`config.mk`:
```
export PLATFORM = sky130hd
export DESIGN_NAME = idx_mem_seq
export DESIGN_NICKNAME = d
export VERILOG_FILES = /design/src/rtl/idxm_pkg.sv /design/src/rtl/idxm_ptr.sv /design/src/rtl/idxm_nib.sv /design/src/rtl/idx_mem_seq.sv
export SDC_FILE = /design/constraint.sdc
export NUM_CORES = 1
export LEC_CHECK = 0
export BUFFER_PORTS_ARGS = -buffer_cell sky130_fd_sc_hd__buf_4
export CELL_PAD_IN_SITES_DETAIL_PLACEMENT = 0
export CELL_PAD_IN_SITES_GLOBAL_PLACEMENT = 2
export CORE_ASPECT_RATIO = 0.6
export CORE_UTILIZATION = 25
export CTS_CLUSTER_SIZE = 30
export DETAILED_ROUTE_END_ITERATION = 8
export GPL_TIMING_DRIVEN = 0
export PLACE_DENSITY_LB_ADDON = 0.12
export SYNTH_ARGS = -nofsm -noshare
export SYNTH_HDL_FRONTEND = slang
export SYNTH_SLANG_ARGS = --single-unit
```
`constraint.sdc`:
```
create_clock -name clk -period 4.4 [get_ports clk]
set_input_delay 0.22 -clock clk [delete_from_list [all_inputs] [get_ports clk]]
set_output_delay 0.22 -clock clk [all_outputs]
set_load 0.02 [all_outputs]
```
`src/rtl/idxm_pkg.sv`:
```
package idxm_pkg;

  typedef enum logic [2:0] {
    OP_LD_PAIR = 3'd0,
    OP_ST_PAIR = 3'd1,
    OP_LD_IMM  = 3'd2,
    OP_ST_IMM  = 3'd3,
    OP_ROT_R   = 3'd4,
    OP_ROT_L   = 3'd5
  } op_e;

  typedef enum logic [2:0] {
    S_IDLE,
    S_ISSUE,
    S_RWAIT,
    S_RCAP,
    S_GAP1,
    S_GAP2
  } st_e;

  function automatic logic op_ok(input logic [2:0] c);
    return c <= 3'd5;
  endfunction

  function automatic logic op_store(input op_e o);
    return (o == OP_ST_PAIR) || (o == OP_ST_IMM);
  endfunction

  function automatic logic op_rot(input op_e o);
    return (o == OP_ROT_R) || (o == OP_ROT_L);
  endfunction

endpackage

```
`src/rtl/idxm_ptr.sv`:
```
module idxm_ptr #(
  parameter int AW = 16,
  parameter int DW = 8
) (
  input  logic          clk,
  input  logic          rst,
  input  logic          load,
  input  logic [AW-1:0] load_val,
  input  logic          inc,
  input  logic          hi_wr,
  input  logic [DW-1:0] hi_val,
  output logic [AW-1:0] q
);
  localparam int LW = AW - DW;

  logic [AW-1:0] nxt_inc;
  logic [AW-1:0] nxt_hi;

  assign nxt_inc = q + AW'(1);

  generate
    if (LW > 0) begin : g_split
      assign nxt_hi = {hi_val, nxt_inc[LW-1:0]};
    end else begin : g_full
      assign nxt_hi = hi_val[AW-1:0];
    end
  endgenerate

  always_ff @(posedge clk) begin
    if (rst)        q <= '0;
    else if (load)  q <= load_val;
    else if (inc)   q <= hi_wr ? nxt_hi : nxt_inc;
  end

  AST_PTR_WRAP: assert property (@(posedge clk) disable iff (rst)
    (inc && !hi_wr && !load && q == '1) |=> (q == '0));

endmodule

```
`src/rtl/idxm_nib.sv`:
```
module idxm_nib #(
  parameter int DW = 8
) (
  input  logic [DW-1:0] acc,
  input  logic [DW-1:0] mem,
  input  logic          left,
  output logic [DW-1:0] wr_byte,
  output logic [DW-1:0] acc_new
);
  localparam int NW = DW / 2;

  always_comb begin
    if (left) begin
      wr_byte = {mem[NW-1:0], acc[NW-1:0]};
      acc_new = {acc[DW-1:NW], mem[DW-1:NW]};
    end else begin
      wr_byte = {acc[NW-1:0], mem[DW-1:NW]};
      acc_new = {acc[DW-1:NW], mem[NW-1:0]};
    end
  end

endmodule

```
`src/rtl/idx_mem_seq.sv`:
```
module idx_mem_seq
  import idxm_pkg::*;
#(
  parameter int AW = 16,
  parameter int DW = 8
) (
  input  logic          clk,
  input  logic          rst,
  input  logic          start,
  input  logic [2:0]    op_code,
  input  logic [1:0]    pair_sel,
  input  logic [AW-1:0] pair_bc,
  input  logic [AW-1:0] pair_de,
  input  logic [AW-1:0] pair_hl,
  input  logic [AW-1:0] imm_addr,
  input  logic [DW-1:0] acc_i,
  output logic [DW-1:0] acc_o,
  output logic          done,
  output logic [AW-1:0] mem_addr,
  output logic [DW-1:0] mem_wdata,
  input  logic [DW-1:0] mem_rdata,
  output logic          mem_rd,
  output logic          mem_wr,
  output logic [AW-1:0] tptr_o
);
  localparam int NW = DW / 2;

  st_e           st_q;
  op_e           op_q;
  logic [DW-1:0] acc_q;
  logic [DW-1:0] mbuf_q;
  logic [AW-1:0] src;
  logic          launch;
  logic          is_st;
  logic          is_rot;
  logic [DW-1:0] spl_wr;
  logic [DW-1:0] spl_acc;

  assign launch = (st_q == S_IDLE) && start && op_ok(op_code);
  assign is_st  = op_store(op_q);
  assign is_rot = op_rot(op_q);

  always_comb begin
    case (op_code)
      3'd2, 3'd3: src = imm_addr;
      3'd4, 3'd5: src = pair_hl;
      default: begin
        case (pair_sel)
          2'd0:    src = pair_bc;
          2'd1:    src = pair_de;
          default: src = pair_hl;
        endcase
      end
    endcase
  end

  idxm_ptr #(.AW(AW), .DW(DW)) i_ptr (
    .clk      (clk),
    .rst      (rst),
    .load     (launch),
    .load_val (src),
    .inc      (st_q == S_ISSUE),
    .hi_wr    (is_st),
    .hi_val   (acc_q),
    .q        (tptr_o)
  );

  idxm_nib #(.DW(DW)) i_nib (
    .acc     (acc_q),
    .mem     (mbuf_q),
    .left    (op_q == OP_ROT_L),
    .wr_byte (spl_wr),
    .acc_new (spl_acc)
  );

  always_ff @(posedge clk) begin
    if (rst) begin
      st_q      <= S_IDLE;
      op_q      <= OP_LD_PAIR;
      acc_q     <= '0;
      mbuf_q    <= '0;
      acc_o     <= '0;
      done      <= 1'b0;
      mem_addr  <= '0;
      mem_wdata <= '0;
      mem_rd    <= 1'b0;
      mem_wr    <= 1'b0;
    end else begin
      mem_rd <= 1'b0;
      mem_wr <= 1'b0;
      done   <= 1'b0;
      case (st_q)
        S_IDLE: begin
          if (launch) begin
            op_q  <= op_e'(op_code);
            acc_q <= acc_i;
            st_q  <= S_ISSUE;
          end
        end
        S_ISSUE: begin
          mem_addr <= tptr_o;
          if (is_st) begin
            mem_wr    <= 1'b1;
            mem_wdata <= acc_q;
            acc_o     <= acc_q;
            done      <= 1'b1;
            st_q      <= S_IDLE;
          end else begin
            mem_rd <= 1'b1;
            st_q   <= S_RWAIT;
          end
        end
        S_RWAIT: st_q <= S_RCAP;
        S_RCAP: begin
          mbuf_q <= mem_rdata;
          if (is_rot) begin
            st_q <= S_GAP1;
          end else begin
            acc_o <= mem_rdata;
            done  <= 1'b1;
            st_q  <= S_IDLE;
          end
        end
        S_GAP1: st_q <= S_GAP2;
        S_GAP2: begin
          mem_wr    <= 1'b1;
          mem_wdata <= spl_wr;
          acc_o     <= spl_acc;
          done      <= 1'b1;
          st_q      <= S_IDLE;
        end
        default: st_q <= S_IDLE;
      endcase
    end
  end

  AST_WR_PULSE: assert property (@(posedge clk) disable iff (rst)
    mem_wr |=> !mem_wr);
  AST_DONE_PULSE: assert property (@(posedge clk) disable iff (rst)
    done |=> !done);
  AST_RW_EXCL: assert property (@(posedge clk) disable iff (rst)
    !(mem_rd && mem_wr));
  AST_RD_PTR: assert property (@(posedge clk) disable iff (rst)
    mem_rd |-> (tptr_o == mem_addr + AW'(1)));
  AST_ST_HI: assert property (@(posedge clk) disable iff (rst)
    (mem_wr && !is_rot) |-> (tptr_o[AW-1 -: DW] == mem_wdata));
  AST_ROT_HI: assert property (@(posedge clk) disable iff (rst)
    (done && is_rot) |-> (acc_o[DW-1 -: NW] == acc_q[DW-1 -: NW]));

endmodule

```
==> results.yml, run 1 <==
outcome:
  status: "finished clean"
clock_tree:
  cts_tree: "built"
  hold_buffers: 0
  cts_max_level: 3
  clockBufferDepth: 2
  cts_buffers: 9
  cts_sinks: 73
  cts_resized: 0
  clkTransAtPathRegs_ns: 0.07
  cts_root_buf: "clkbuf_16"
  post_cts_buffers: 0
  clk_latency_ns: 0.34
pwr:
  power_density_nw_per_um2: 356
  total_power_mw: 1.93
  vdd_drop_max_mv: 0.164
  leakage_nw: 2.28
die:
  start_util: 0.261
  die-width_um: 162
  die_area_um2: 15900
  die_h_um: 98.1
  rows: 34
  coreArea_um2: 14800
  io_pins: 139
timing:
  final_hold_viol_count: 0
  clock.fmax_mhz: 439
  setup_viol: 0
  holdWs_ns: 0.125
  tightestPinTransition_ns: 0.836
  min_period_ns: 2.28
  min_period_over_period: 0.517
  slew_viol_final: 0
  maxSlewHeadroom: 0.437
  setup_slack_ns: 2.12
  rsz0062_at_grt: "no"
  finClkSkew_ns: 0.00873
  setup_tns_ns: 0
route:
  routed_wl_mm: 15.6
  antenna_left: 0
  vias: 4051
  first_iter_violations: 242
  wl_per_cell_um: 19.4
  drc: 0
  drtPass1Iterations: 5
  vias_per_cell: 5.03
layout:
  area_delta_synth_final_pct: 40.4
  antenna_cells: 0
  seq_area_um2: 1460
  drive_gt1_frac: 0.313
  stdcell_area_um2: 5410
  multi_input_area_um2: 2190
  finalNetCount: 691
  n_fill_cell: 1510
global_routing:
  track_usage: 0.201
  antenna_found_initial: 0
  grt_max_degree: 16
  grt.overflow.total: 0
  grt_pass1_wl_mm: 23.7
  grt_pass1_vias: 4037
critical_path:
  critical-path-max-stage-delay_ns: 0.66
  critPathSlowestCell: "o21ai_1"
  crit_start: "op_q[0]"
  rr_startpoint: "op_q[0]"
  critical_path.startpoint_type: "register"
  worstPathCellList: "nor2b_1 -> buf_2 -> a21oi_1 -> o21ai_1 -> and2_1 -> buf_2 -> a211oi_1"
  path_max_fanout: 10
  required_ns: 4.58
  cp.arrival_ns: 2.46
  worst-setup-path-type: "reg2reg"
  critPathMostFrequentCell: "buf_2"
  cp-end-kind: "register"
synth:
  yosysTopAreaCell: "dfxtp_1"
  synth_area_per_cell_um2: 8.46
  synth_nets: 544
  postSynthCellCount: 455
  synthTopCellsByArea: "dfxtp_1 38%, mux2i_1 8.6%, nand2_1 6.6%"
  synth-warning-count: 0
  syn-cell-area_um2: 3850
  synth-seq-cells: 73
  synth_top_area_frac: 0.379
  synth_edf_count: 0
  yosys.cell_count.top_type: "dfxtp_1"
  async_reset_ff_frac: 0
  synth_top_cells_by_count: "73 x dfxtp_1, 68 x nand2_1, 49 x a21oi_1"
  synthFlopType: "dfxtp_1"
  seq_area_frac_synth: 0.379
  synth_cell_types: 57
placement:
  place_hpwl_mm: 12.4
  dpl_cell_area_um2: 5120
  dp_slack_ns: 2.17
  place_congestion: 0.797
  portBuffers: 136
worst_hold_path:
  min_from: "mem_rdata[2]"
  hp-class: "in2reg"
job:
  drv_cap: 0
-- state kept, by name, summed over array words and instances (netlist names), 3 cells and up --
signal / flops
mem_addr: 16
mbuf_q: 8
acc_q: 8
i_ptr.q: 16
op_q: 3
st_q: 3
acc_o: 8
mem_wdata: 8
-- cells by family after synthesis --
kind of cell | synth area share
and+or+nand+nor | 0.196
AOI/OAI and AO/OA | 0.242
DFF | 0.379
buffers and inverters | 0.0520
muxes | 0.109
xor gates and xnor gates | 0.0182
adders and majority gates | 0.00325
-- routing by layer --
metal / wire length (um) / vias up / track usage
li1: - / 1975 / -
met1: 7980 / 1877 / 0.294
met2: 6020 / 186 / 0.274
met3: 1440 / 13 / 0.0731
met4: 170 / 0 / 0.0414
met5: 0 / - / 0
-- worst paths after layout --
path | end | slack (ns) | cells past startpoint
max | acc_o[0] | 2.12 | 7
min | mbuf_q[2] | 0.13 | 3
max reg2reg | acc_o[0] | 2.12 | 7
min reg2reg | mem_addr[15] | 0.46 | 2
-- per-stage QoR --
stage,utilization,std cells
6_report,0.366,805
3_3_place_gp,0.347,789
5_1_grt,0.366,805
3_5_place_dp,0.347,789
4_1_cts,0.366,805
2_1_floorplan,-,455
-- worst max-delay path, delay by kind of cell, from the launching register on --
family | cells | cell delay [ns]
compound gates | 3 | 0.83
buf+inv | 2 | 0.47
flops | 1 | 0.44
simple gates | 2 | 0.37
-- layout make-up --
class	instances	share of cell area
plain buffers	38	0.0343
clock buffers	9	0.0417
clock inverters	7	0.0113
inverters	4	0.00278
multi-input cells	340	0.405
flip-flops and latches	73	0.270
well taps	198	0.0458
repair buffers	136	0.189
-- cell usage in the layout (no fill, tap or decap), types with 3 or more instances in the layout --
cell type and n:
buf_4 136, dfxtp_1 73, nand2_1 68, a21oi_1 49, nor2_1 33, mux2i_1 33
a211oi_1 21, clkbuf_1 18, buf_2 16, o21ai_0 11, clkbuf_16 9, mux2_2 8
nand2b_1 7, nor3_1 7, nand3_1 7, nand4_1 7, a222oi_1 6, xor2_1 6
nor2b_1 5, o22ai_1 5, inv_1 4, a22o_1 4, and3_1 4, a211o_1 4
o221ai_1 4, a311oi_1 4, a221oi_1 4, buf_6 3, and2_1 3, or2_2 3
inv_6 3
-- power breakdown --
part / switching (mW) / internal [mW] / total [mW]
combinational: 0.255 / 0.196 / 0.451
sequential: 0.0601 / 0.704 / 0.764
clock: 0.318 / 0.393 / 0.711
total: 0.634 / 1.29 / 1.93
Note: power is estimated with default switching activity, not from simulation.
==> run 2: changes to the inputs <==
- ABC_AREA: unset -> 1
- clock period: 4.4 -> 2.2 ns (I/O delays scaled with it)
==> results.yml, run 2 <==
route:
  vias_per_cell: 4.72
  routed_wl_mm: 16.0
  wl_per_cell_um: 16.7
  vias: 4508
  drc: 0
  drtPass1Iterations: 6
  antenna_left: 0
  first_iter_violations: 370
layout:
  layout_commonest_cell: "nand2_1"
  mostFrequentLayoutCells: "169 x nand2_1, 137 x buf_4, 73 x dfxtp_1"
  finalNetCount: 837
  antenna_cells: 0
  area_delta_synth_final_pct: 39.4
  drive_gt1_frac: 0.287
  reg.largest.list: "i_ptr.q x16, mem_addr x16"
critical_path:
  required_ns: 2.47
  cp-end-kind: "register"
  worst-setup-path-type: "reg2reg"
  rr_worst_depth: 5
  cp.arrival_ns: 2.04
  reg2reg_to: "acc_q[6]"
  rr_startpoint: "st_q[2]"
  critical_path.startpoint_type: "register"
  regToRegSetupSlack_ns: 0.43
  path_max_fanout: 10
clock_tree:
  clk_latency_ns: 0.34
  cts_sinks: 73
  cts_resized: 0
  cts_root_buf: "clkbuf_16"
  cts_tree: "built"
  clkTransAtPathRegs_ns: 0.07
  clockBufferDepth: 2
  cts_buffers: 9
  cts_max_level: 3
  post_cts_buffers: 0
outcome:
  status: "finished clean"
synth:
  synth_top_area_frac: 0.366
  synth_nets: 687
  synth-warning-count: 0
  synth_area_per_cell_um2: 6.68
  yosys.cell_count.top_type: "nand2_1"
  syn-cell-area_um2: 3990
  synthTopCellsByArea: "dfxtp_1 37%, nand2_1 16%, a21oi_1 8.5%"
  synth_top_cells_by_count: "169 x nand2_1, 73 x dfxtp_1, 68 x a21oi_1"
  synth_edf_count: 0
  postSynthCellCount: 598
  async_reset_ff_frac: 0
  seq_area_frac_synth: 0.366
  yosysTopAreaCell: "dfxtp_1"
  synth_cell_types: 34
  synthFlopType: "dfxtp_1"
  synth-seq-cells: 73
pwr:
  power_density_nw_per_um2: 907
  swShare: 0.396
  p_int_mw: 3.05
  leakage_nw: 2.50
  p_sw_mw: 2.00
  vdd_drop_max_mv: 0.351
  clkPwrFrac: 0.274
  comb_power_share: 0.371
  sequentialPowerShare: 0.355
timing:
  min_period_ns: 1.77
  setup_viol: 0
  min_period_over_period: 0.805
  rsz0062_at_grt: "no"
  setup_slack_ns: 0.429
  tightestPinTransition_ns: 0.782
  clock.fmax_mhz: 565
  maxSlewHeadroom: 0.479
  final_hold_viol_count: 0
  finClkSkew_ns: 0.0108
  setup_tns_ns: 0
  slew_viol_final: 0
die:
  coreArea_um2: 15500
  rows: 35
  start_util: 0.258
  die_h_um: 99.9
  die-width_um: 165
  die_area_um2: 16500
  io_pins: 139
placement:
  place_hpwl_mm: 12.8
  dp_slack_ns: 0.287
  portBuffers: 137
  place_congestion: 0.875
worst_hold_path:
  hp-class: "in2reg"
  holdPathEnd: "mbuf_q[4]"
  min_from: "mem_rdata[4]"
  min_path_cells: 3
global_routing:
  grt_max_degree: 14
  track_usage: 0.198
  grt_pass1_wl_mm: 24.0
  antenna_found_initial: 0
  grt.overflow.total: 0
  grt_pass1_vias: 4229
job:
  drv_cap: 0
==> run 2: cell types whose count changed in the layout (fill, tap and decap cells not counted), sizes merged, moves of 7 or more <==
cell / change
mux2: -8
a21oi: +24
a211oi: -20
nand2b: -7
inv: +46
nand2: +108
o21ai: +49
nor2: +33
nand3: +26
mux2i: -33
a31oi: +7
clkbuf: -7
==> run 2: through the flow <==
stage	power [mW]	cells	utilization	hold slack [ns]	instance area [um2]
3_5_place_dp	3.68	938	0.341	0.335	5280
2_1_floorplan	2.86	598	-	0.245	3990
5_1_grt	5.34	956	0.360	0.0550	5570
4_1_cts	5.07	956	0.360	0.0397	5570
3_3_place_gp	3.67	938	0.341	0.338	5280
6_report	5.05	956	0.360	0.0458	5570
==> run 2: per-layer routing <==
metal | vias up | track usage | wire, um
met5 | - | 0 | 0
met4 | 0 | 0.0374 | 129
met3 | 11 | 0.0417 | 1140
met2 | 143 | 0.256 | 5800
met1 | 2083 | 0.323 | 8920
li1 | 2271 | - | -
==> run 2: power groups by stage <==
stage	registers [mW]	clock network [mW]	logic, mW
after floorplan	1.99	0	0.870
after global placement	1.81	0	1.86
after detailed placement	1.81	0	1.86
after CTS	1.79	1.41	1.87
after global routing	1.82	1.47	2.05
final	1.79	1.38	1.87
==> run 2: final cells by class <==
class,count,area [um2]
tap,203,254
sequential,73,1460
inverter,53,206
clock inverter,6,42.5
clock buffer,10,229
timing repair buffer,139,1050
fill,1732,9890
multi-input combinational,445,2170
buffer,27,150
==> run 2: timing repair <==
item                                    CTS  global route
hold buffers                              2             0
endpoints found under the setup margin    0             0
hold endpoints to repair                  2             0
==> run 2: kinds of logic (layout without fill, tap and decap cells) <==
family          count (synthesis)  count (layout)  synth area share
buf+inv                        80             235            0.0893
fa+ha+maj                       1               1           0.00313
flops                          73              73             0.366
xor+xnor                        3               3           0.00658
compound gates                153             153             0.217
simple gates                  288             288             0.318
==> run 2: how the worst max path moves through the flow <==
stage / start / endpoint
global route: st_q[2] / acc_q[6]
global placement: rst / i_ptr.q[9]
CTS: st_q[2] / acc_q[6]
finish: st_q[2] / acc_q[6]
detailed placement: rst / i_ptr.q[9]
floorplan: i_ptr.q[1] / i_ptr.q[12]
==> run 2: critical path, stage by stage, from the launching register on <==
cell and delay [ns]:
dfxtp_1 0.56, nor3_2 0.11, nand3_2 0.21, clkbuf_1 0.52, o21ai_0 0.16, a21oi_1 0.14
